===== config.mk =====
export PLATFORM = sky130hd
export DESIGN_NAME = edge_capture_unit
export DESIGN_NICKNAME = d
export VERILOG_FILES = /design/src/rtl/ecu_pkg.sv /design/src/rtl/ecu_rst_sync.sv /design/src/rtl/ecu_timebase.sv /design/src/rtl/ecu_channel.sv /design/src/rtl/edge_capture_unit.sv
export SDC_FILE = /design/constraint.sdc
export NUM_CORES = 1
export LEC_CHECK = 0
export ABC_AREA = 0
export BUFFER_PORTS_ARGS = -buffer_cell sky130_fd_sc_hd__clkbuf_2
export CAP_MARGIN = 20
export CORE_MARGIN = 2
export CORE_UTILIZATION = 45
export CTS_CLUSTER_DIAMETER = 150
export CTS_CLUSTER_SIZE = 14
export DETAILED_ROUTE_END_ITERATION = 6
export GPL_ROUTABILITY_DRIVEN = 1
export SLEW_MARGIN = 10
export SYNTH_ARGS = -nofsm -noshare
export SYNTH_HDL_FRONTEND = slang
export SYNTH_SLANG_ARGS = --single-unit
export TNS_END_PERCENT = 30

===== constraint.sdc =====
create_clock -name clk -period 13 [get_ports clk]
set_input_delay 1.95 -clock clk [delete_from_list [all_inputs] [get_ports clk]]
set_output_delay 1.95 -clock clk [all_outputs]
set_load 0.01 [all_outputs]

===== src/rtl/ecu_pkg.sv =====
package ecu_pkg;
  localparam int CNT_W  = 16;
  localparam int DATA_W = 8;
  localparam int ADDR_W = 5;
  localparam int IDX_W  = 3;
  localparam int RUN_BIT = 7;
  localparam int OVF_BIT = 6;

  typedef struct packed {
    logic ien;
    logic fall_en;
    logic rise_en;
  } mode_t;

  typedef enum logic [1:0] {
    RG_GLOBAL = 2'd0,
    RG_MODE   = 2'd1,
    RG_CAPLO  = 2'd2,
    RG_CAPHI  = 2'd3
  } region_e;

  localparam logic [IDX_W-1:0] G_CTRL   = 3'd0;
  localparam logic [IDX_W-1:0] G_OVFIEN = 3'd1;
  localparam logic [IDX_W-1:0] G_CNTLO  = 3'd2;
  localparam logic [IDX_W-1:0] G_CNTHI  = 3'd3;
endpackage


===== src/rtl/ecu_rst_sync.sv =====
module ecu_rst_sync (
  input  logic clk,
  input  logic rst_n,
  output logic rst_sn
);
  logic stage_q;

  always_ff @(posedge clk or negedge rst_n) begin
    if (!rst_n) begin
      stage_q <= 1'b0;
      rst_sn  <= 1'b0;
    end else begin
      stage_q <= 1'b1;
      rst_sn  <= stage_q;
    end
  end
endmodule


===== src/rtl/ecu_timebase.sv =====
module ecu_timebase #(
  parameter int CNT_W = 16
) (
  input  logic             clk,
  input  logic             rst_n,
  input  logic             run,
  output logic [CNT_W-1:0] cnt,
  output logic             wrap
);
  localparam logic [CNT_W-1:0] CNT_MAX = '1;

  logic [CNT_W-1:0] cnt_q, cnt_d;

  always_comb begin
    cnt_d = cnt_q;
    if (run) cnt_d = cnt_q + CNT_W'(1);
    wrap = run && (cnt_q == CNT_MAX);
  end

  always_ff @(posedge clk or negedge rst_n) begin
    if (!rst_n) cnt_q <= '0;
    else        cnt_q <= cnt_d;
  end

  assign cnt = cnt_q;
endmodule


===== src/rtl/ecu_channel.sv =====
module ecu_channel #(
  parameter int CNT_W = 16
) (
  input  logic             clk,
  input  logic             rst_n,
  input  logic             pin,
  input  logic             rise_en,
  input  logic             fall_en,
  input  logic [CNT_W-1:0] cnt_val,
  output logic             hit,
  output logic [CNT_W-1:0] cap_val
);
  logic             meta_q, sync_q, prev_q;
  logic             rose, fell;
  logic [CNT_W-1:0] cap_q, cap_d;

  always_comb begin
    rose  = sync_q & ~prev_q;
    fell  = ~sync_q & prev_q;
    hit   = (rise_en & rose) | (fall_en & fell);
    cap_d = hit ? cnt_val : cap_q;
  end

  always_ff @(posedge clk or negedge rst_n) begin
    if (!rst_n) begin
      meta_q <= 1'b0;
      sync_q <= 1'b0;
      prev_q <= 1'b0;
      cap_q  <= '0;
    end else begin
      meta_q <= pin;
      sync_q <= meta_q;
      prev_q <= sync_q;
      cap_q  <= cap_d;
    end
  end

  assign cap_val = cap_q;
endmodule


===== src/rtl/edge_capture_unit.sv =====
module edge_capture_unit
  import ecu_pkg::*;
#(
  parameter int NCH = 5
) (
  input  logic              clk,
  input  logic              rst_n,
  input  logic [NCH-1:0]    cap_in,
  input  logic              wr_en,
  input  logic [ADDR_W-1:0] addr,
  input  logic [DATA_W-1:0] wdata,
  output logic [DATA_W-1:0] rdata,
  output logic              irq
);
  logic                          rst_sn;
  logic                          run_q, run_d;
  logic                          ovf_q, ovf_d;
  logic                          ovf_ien_q, ovf_ien_d;
  logic [NCH-1:0]                flag_q, flag_d;
  mode_t                         mode_q [NCH];
  mode_t                         mode_d [NCH];
  logic [NCH-1:0]                hit;
  logic [NCH-1:0]                edge_en;
  logic [NCH-1:0]                ien_vec;
  logic [NCH-1:0][CNT_W-1:0]     cap_q;
  logic [CNT_W-1:0]              cnt;
  logic                          wrap;
  region_e                       region;
  logic [IDX_W-1:0]              idx;
  logic                          wr_ctrl, wr_ovfien, wr_mode;
  logic [DATA_W-1:0]             ctrl_rd;

  ecu_rst_sync u_rst (
    .clk   (clk),
    .rst_n (rst_n),
    .rst_sn(rst_sn)
  );

  ecu_timebase #(.CNT_W(CNT_W)) u_tb (
    .clk  (clk),
    .rst_n(rst_sn),
    .run  (run_q),
    .cnt  (cnt),
    .wrap (wrap)
  );

  for (genvar g = 0; g < NCH; g++) begin : g_ch
    ecu_channel #(.CNT_W(CNT_W)) u_ch (
      .clk    (clk),
      .rst_n  (rst_sn),
      .pin    (cap_in[g]),
      .rise_en(mode_q[g].rise_en),
      .fall_en(mode_q[g].fall_en),
      .cnt_val(cnt),
      .hit    (hit[g]),
      .cap_val(cap_q[g])
    );
  end

  // address decode
  always_comb begin
    region    = region_e'(addr[ADDR_W-1:IDX_W]);
    idx       = addr[IDX_W-1:0];
    wr_ctrl   = wr_en && (region == RG_GLOBAL) && (idx == G_CTRL);
    wr_ovfien = wr_en && (region == RG_GLOBAL) && (idx == G_OVFIEN);
    wr_mode   = wr_en && (region == RG_MODE);
  end

  // next state
  always_comb begin
    run_d     = wr_ctrl ? wdata[RUN_BIT] : run_q;
    ovf_ien_d = wr_ovfien ? wdata[0] : ovf_ien_q;
    ovf_d     = wrap | (ovf_q & ~(wr_ctrl & ~wdata[OVF_BIT]));
    for (int i = 0; i < NCH; i++) begin
      flag_d[i]  = hit[i] | (flag_q[i] & ~(wr_ctrl & ~wdata[i]));
      mode_d[i]  = (wr_mode && (idx == IDX_W'(i))) ? mode_t'(wdata[2:0]) : mode_q[i];
      edge_en[i] = mode_q[i].rise_en | mode_q[i].fall_en;
      ien_vec[i] = mode_q[i].ien;
    end
  end

  always_ff @(posedge clk or negedge rst_sn) begin
    if (!rst_sn) begin
      run_q     <= 1'b0;
      ovf_q     <= 1'b0;
      ovf_ien_q <= 1'b0;
      flag_q    <= '0;
      for (int i = 0; i < NCH; i++) mode_q[i] <= '0;
    end else begin
      run_q     <= run_d;
      ovf_q     <= ovf_d;
      ovf_ien_q <= ovf_ien_d;
      flag_q    <= flag_d;
      for (int i = 0; i < NCH; i++) mode_q[i] <= mode_d[i];
    end
  end

  // interrupt
  always_comb irq = (|(flag_q & ien_vec)) | (ovf_q & ovf_ien_q);

  // read mux
  always_comb begin
    ctrl_rd          = '0;
    ctrl_rd[RUN_BIT] = run_q;
    ctrl_rd[OVF_BIT] = ovf_q;
    ctrl_rd[NCH-1:0] = flag_q;
    rdata            = '0;
    unique case (region)
      RG_GLOBAL: begin
        if (idx == G_CTRL)   rdata = ctrl_rd;
        if (idx == G_OVFIEN) rdata = {{(DATA_W-1){1'b0}}, ovf_ien_q};
        if (idx == G_CNTLO)  rdata = cnt[DATA_W-1:0];
        if (idx == G_CNTHI)  rdata = cnt[CNT_W-1:DATA_W];
      end
      RG_MODE: begin
        for (int i = 0; i < NCH; i++)
          if (idx == IDX_W'(i)) rdata = {{(DATA_W-3){1'b0}}, mode_q[i]};
      end
      RG_CAPLO: begin
        for (int i = 0; i < NCH; i++)
          if (idx == IDX_W'(i)) rdata = cap_q[i][DATA_W-1:0];
      end
      RG_CAPHI: begin
        for (int i = 0; i < NCH; i++)
          if (idx == IDX_W'(i)) rdata = cap_q[i][CNT_W-1:DATA_W];
      end
      default: rdata = '0;
    endcase
  end
endmodule


==> results of run 1 <==
==> cells in the mapped netlist (all sizes together), types with 7 or more instances <==
cell type    n
nand2       24
nand3b      10
xnor2       10
mux2        99
nor2        11
nand4        9
mux4        14
a22oi        8
buf         25
o21ai       22
dfrtp      136
nand3        7
mux2i       21
clkbuf      10
==> logic make-up after synthesis <==
kind of cell    after synthesis  synth area share
flops                       136            0.5435
buf+inv                      40           0.03297
other cells                   1         0.0005988
mux                         134            0.2619
compound gates               59           0.06334
xor+xnor                     15           0.02098
fa+ha+maj                     1          0.001998
simple gates                 80           0.07473
==> where the power goes <==
| part | total [W] | internal [W] | switching (W) |
|---|---|---|---|
| sequential | 0.000544 | 0.000483 | 0.0000610 |
| clock | 0.000539 | 0.000360 | 0.000178 |
| combinational | 0.000161 | 0.0000882 | 0.0000730 |
| total | 0.00124 | 0.000932 | 0.000312 |
==> critical path: stages <==
cell and delay, ns:
clkbuf_2 0.08, buf_4 0.59, mux4_2 0.59, a221oi_1 0.39
o311ai_1 0.19, clkbuf_2 0.16
==> metrics by stage <==
stage	util	power, W	std cells	hold WS, ns	instance area, um2
6_report	0.5251	0.001244	679	0.3016	7204
5_1_grt	0.5251	0.001299	679	0.3557	7204
4_1_cts	0.5237	0.001256	678	0.3484	7184
3_5_place_dp	0.4746	0.0007133	646	0.3358	6511
3_3_place_gp	0.4746	0.0007048	646	0.3318	6511
2_1_floorplan	-	0.0006632	466	0.3312	6262
==> per-layer routing <==
metal / share of wire / GRT usage
met5: 0 / 0
met4: 0.0086 / 0.06753
met3: 0.040 / 0.05150
met2: 0.49 / 0.3293
met1: 0.46 / 0.2758
==> state kept, by name (all words and copies together), names as in the netlist <==
signal and count:
mode_q 10, g_ch.u_ch.meta_q 5, u_rst.stage_q 1, run_q 1, u_rst.rst_sn 1, ovf_ien_q 1, g_ch.u_ch.cap_val 80, ien_vec 5
flag_q 5, u_tb.cnt 16, ovf_q 1, g_ch.u_ch.sync_q 5, g_ch.u_ch.prev_q 5
==> layout make-up <==
type	instances	share of cell area
Inverter	5	0.002605
Sequential cell	136	0.4729
Multi-Input combinational cell	290	0.3703
Clock buffer	21	0.06669
Timing Repair Buffer	36	0.02952
Clock inverter	11	0.02675
Tap cell	180	0.03126
==> how the worst max path moves through the flow <==
stage / start / endpoint / depth (start not counted)
after CTS: addr[0] / rdata[2] / 6
final: addr[0] / rdata[2] / 6
after global placement: addr[0] / rdata[2] / 6
after floorplan: addr[0] / rdata[1] / 5
after detailed placement: addr[0] / rdata[2] / 6
after global routing: addr[0] / rdata[2] / 6
==> run_results.csv, run 1 <==
group,metric,value,unit
route,ant_nets,0,
power_and_ir_drop,p_per_area,172.7,nW/um2
setup_path,r2r_slack,11.14,ns
clock_network,clkTransAtPathRegs,0.06,ns
clock_network,cts_root_buf,"clkbuf_16",
yosys,syn_nets,488,
yosys,yosysUniqueCellTypes,51,
clock_network,clkSinkCount,136,
clock_network,cts_resized,0,
yosys,synthFlopType,"dfrtp_1",
yosys,synth_top_area_frac,0.5435,
setup_path,regToRegStartpoint,"u_tb.cnt[1]",
sta,setup_tns,0,ns
sta,relSlewSlack,0.4726,
sta,finClkSkew,0.01337,ns
floorplanning,die-width,122.0,um
route,drc,0,
yosys,syn_area,6262,um2
clock_network,cts_hold_buf,0,
route,dr.pass1.iters,4,
floorplanning,num_rows,43,
power_and_ir_drop,p_leak,3.253,nW
placement,dp_slack,7.053,ns
layout,fillers,1175,
setup_path,rr_worst_depth,5,
sta,rsz0062_at_grt,"no",
grt,antenna_found_initial,0,
route,drt_iter0_drc,176,
setup_path,cp_data_arrival_time,3.97,ns
grt,overflow,0,
grt,grt_pass1_wl,22.45,mm
yosys,synth.ff_latch_count,136,
layout,regArea,3407,um2
yosys,ys_seq_area_frac,0.5435,
grt,grt_max_degree,83,
grt,grt_usage,0.2056,
setup_path,r2r-end,"u_tb.cnt[14]",
yosys,ys_top_cells_by_area,"dfrtp_1 54%, mux2_2 17%, mux4_2 5.0%",
clock_network,h-tree-depth,4,
yosys,synth-edff-count,0,
setup_path,worst-setup-path-type,"input pin to output pin",
grt,grt_pass1_vias,3991,
clock_network,numCtsBuffers,17,
sta,tightestPinTransition,0.7911,ns
layout,multi_input_area,2668,um2
sta,hold_viol,0,
layout,drive_gt1_frac,0.3888,
yosys,syn_inst,466,
clock_network,cts_tree,"yes",
floorplanning,coreArea,13720,um2
yosys,yosys_warnings,0,
status,status,"finished, final reports clean",
layout,layout_commonest_cell,"dfrtp_1",
sta,post-route-period-util,0.4550,
floorplanning,initial_core_util,0.4565,
layout,final_nets,508,
sta,final.setup.worst_slack,7.085,ns
min_path,min_path_type,"flip-flop to asynchronous set/reset pin",
route,vias_per_cell,5.639,
setup_path,worstPathRequired,11.05,ns
yosys,postSynthAreaPerCell,13.44,um2
setup_path,path_max_fanout,47,
power_and_ir_drop,ir_drop,74.05,uV
route,wl_per_cell,20.21,um
route,vias,3829,
layout,n_antenna_cell,0,
floorplanning,die-area,14880,um2
sta,slew_violations,0,
placement,io_buffers,28,
setup_path,end_kind,"output pin",
clock_network,clock_path_buffers,2,
route,wl,13.73,mm
sta,finalSetupViolations,0,
placement,dp_hpwl,8.980,mm
yosys,synth_area_leader_cell,"dfrtp_1",
floorplanning,io_pins,30,
yosys,async_flop_share,1.000,
run,maxCapViolCount,0,
setup_path,startpoint_type,"input pin",
clock_network,cts_setup_buffers,0,
layout,syn_to_final_growth,15.04,%
clock_network,clk_latency,0.43,ns
sta,fin_crit,5.915,ns
sta,fmax,169.1,MHz
floorplanning,dieHeight,122.0,um
layout,layout_common_cells,"135 x dfrtp_1, 97 x mux2_2, 28 x clkbuf_2, 24 x nand2_1, 21 x mux2i_1",
placement,gp_congestion,0.7395,
Power figures use the tool's default switching activity.
==> run 2: changes to the inputs <==
--- a/config.mk
+++ b/config.mk
@@ -5,7 +5,7 @@
 export SDC_FILE = /design/constraint.sdc
 export NUM_CORES = 1
 export LEC_CHECK = 0
-export ABC_AREA = 0
+export ABC_AREA = 1
 export BUFFER_PORTS_ARGS = -buffer_cell sky130_fd_sc_hd__clkbuf_2
 export CAP_MARGIN = 20
 export CORE_MARGIN = 2
==> constraint.sdc (replaced) <==
create_clock -name clk -period 5.05 [get_ports clk]
set_input_delay 0.7575 -clock clk [delete_from_list [all_inputs] [get_ports clk]]
set_output_delay 0.7575 -clock clk [all_outputs]
set_load 0.01 [all_outputs]
==> run_results.csv, run 2 <==
group,metric,value,unit
route,vias_per_cell,5.329,
placement,dp_slack,1.409,ns
sta,post-route-period-util,0.7086,
yosys,synthFlopType,"dfrtp_1",
route,vias,5100,
power_and_ir_drop,ir_drop,252.7,uV
route,wl,15.99,mm
yosys,postSynthAreaPerCell,8.305,um2
layout,multi_input_area,2397,um2
setup_path,cp_data_arrival_time,2.82,ns
yosys,yosysUniqueCellTypes,32,
floorplanning,initial_core_util,0.4635,
grt,overflow,0,
sta,whs,0.1085,ns
layout,final_nets,791,
yosys,yosysMostFrequentCell,"nand2_1",
sta,finalSetupViolations,0,
power_and_ir_drop,total_power,0.003347,W
yosys,ys_top_cells_by_area,"dfrtp_1 55%, nand2_1 13%, o21ai_0 9.8%",
power_and_ir_drop,p_leak,3.516,nW
clock_network,clkTransAtPathRegs,0.05,ns
placement,io_buffers,28,
sta,finClkSkew,0.008008,ns
clock_network,cts_root_buf,"clkbuf_16",
clock_network,numCtsBuffers,17,
layout,n_antenna_cell,0,
floorplanning,die-width,121.0,um
sta,relSlewSlack,0.4388,
sta,fmax,279.4,MHz
floorplanning,io_pins,30,
yosys,async_flop_share,1.000,
sta,tightestPinTransition,0.8391,ns
yosys,syn_area,6162,um2
yosys,syn_inst,742,
grt,grt_pass1_wl,26.26,mm
grt,grt_usage,0.2396,
clock_network,clock_path_buffers,2,
clock_network,h-tree-depth,4,
setup_path,regToRegStartpoint,"u_tb.cnt[0]",
sta,final.setup.worst_slack,1.472,ns
clock_network,cts_setup_buffers,0,
placement,gp_congestion,0.8159,
yosys,synth_commonest_cells,"219 x nand2_1, 136 x dfrtp_1, 121 x o21ai_0, 59 x inv_1, 57 x nor2_1",
setup_path,crit_start,"addr[2]",
setup_path,startpoint_type,"input pin",
layout,regArea,3407,um2
placement,dp_hpwl,10.07,mm
power_and_ir_drop,p_per_area,475.2,nW/um2
placement,dp.cells,924,
layout,layout_commonest_cell,"nand2_1",
setup_path,path_max_fanout,21,
yosys,synth_top_area_frac,0.5523,
setup_path,r2r-end,"u_tb.cnt[14]",
layout,stdcell_count,957,
clock_network,cts_resized,0,
sta,fin_crit,3.578,ns
clock_network,clkSinkCount,136,
layout,syn_to_final_growth,14.29,%
floorplanning,dieHeight,121.0,um
clock_network,clk_latency,0.43,ns
clock_network,cts_hold_buf,0,
yosys,ys_seq_area_frac,0.5523,
floorplanning,die-area,14650,um2
yosys,synth.ff_latch_count,136,
grt,antenna_found_initial,0,
yosys,yosys_warnings,0,
layout,layout_common_cells,"219 x nand2_1, 135 x dfrtp_1, 121 x o21ai_0, 59 x inv_1, 57 x nor2_1",
sta,hold_viol,0,
setup_path,end_kind,"output pin",
floorplanning,coreArea,13300,um2
yosys,synth_area_leader_cell,"dfrtp_1",
yosys,syn_nets,764,
setup_path,r2r_slack,3.46,ns
layout,fillers,1262,
route,ant_nets,0,
run,maxCapViolCount,0,
grt,grt_max_degree,80,
setup_path,rr_worst_depth,7,
floorplanning,num_rows,42,
layout,drive_gt1_frac,0.1140,
grt,grt_pass1_vias,4983,
sta,setup_tns,0,ns
route,dr.pass1.iters,7,
clock_network,cts_tree,"yes",
min_path,min_path_type,"input pin to asynchronous set/reset pin",
sta,slew_violations,0,
setup_path,worst-setup-path-type,"input pin to output pin",
setup_path,crit_end,"rdata[1]",
layout,largest_reg_flops,80,
status,status,"finished, final reports clean",
setup_path,worstPathRequired,4.29,ns
route,drc,0,
route,wl_per_cell,16.70,um
route,drt_iter0_drc,470,
sta,rsz0062_at_grt,"no",
yosys,synth-edff-count,0,
[run 2: stage by stage]
step | instance area [um2] | util
after global routing | 7043 | 0.5297
after global placement | 6461 | 0.4860
final | 7043 | 0.5297
after detailed placement | 6461 | 0.4860
after CTS | 6988 | 0.5256
after floorplan | 6162 | -
[run 2: kinds of logic (layout without fill, tap and decap cells)]
family,after synthesis,count (layout),synth area share
AND/OR/NAND/NOR,354,354,0.2432
AO/OA/AOI/OAI,143,143,0.1196
flip-flops,136,136,0.5523
buffers and inverters,94,133,0.06375
XOR/XNOR,13,13,0.01848
adder cells (fa/ha/maj),1,1,0.002030
other,1,1,0.0006086
[run 2: power breakdown]
group          switching [W]  total [W]  internal [W]
Sequential          0.000198    0.00160       0.00140
Clock               0.000458    0.00112      0.000658
Combinational       0.000407   0.000629      0.000222
Total                0.00106    0.00335       0.00228
[run 2: final cells by class]
cell class,instances,area share
repair buffers,37,0.03518
clock buffers,23,0.06786
inverters,65,0.03464
flip-flops and latches,136,0.4837
well taps,176,0.03127
clock inverters,8,0.006928
multi-input cells,512,0.3404
[run 2: worst min-delay path by stage]
stage	to	slack, ns
after detailed placement	g_ch[3].u_ch.sync_q	0.33
after global placement	g_ch[1].u_ch.sync_q	0.33
after global routing	u_rst.rst_sn	0.09
final	u_rst.rst_sn	0.11
after CTS	u_rst.rst_sn	0.1
after floorplan	g_ch[0].u_ch.sync_q	0.33
[run 2: worst max-delay path, cell delays in order]
cell and delay (ns):
clkbuf_2 0.15, inv_1 0.32, nand3_2 0.57, or2_2 0.49
nand3_1 0.10, nand2_1 0.06, nand2_1 0.05, nand4_1 0.15
clkbuf_2 0.18
[run 2: routing by layer]
metal / track usage / wire length (um) / vias up
met4: 0.07122 / 243 / 0
li1: - / - / 2443
met5: 0 / 0 / -
met1: 0.3365 / 7602 / 2474
met3: 0.06579 / 959 / 26
met2: 0.3638 / 7181 / 157
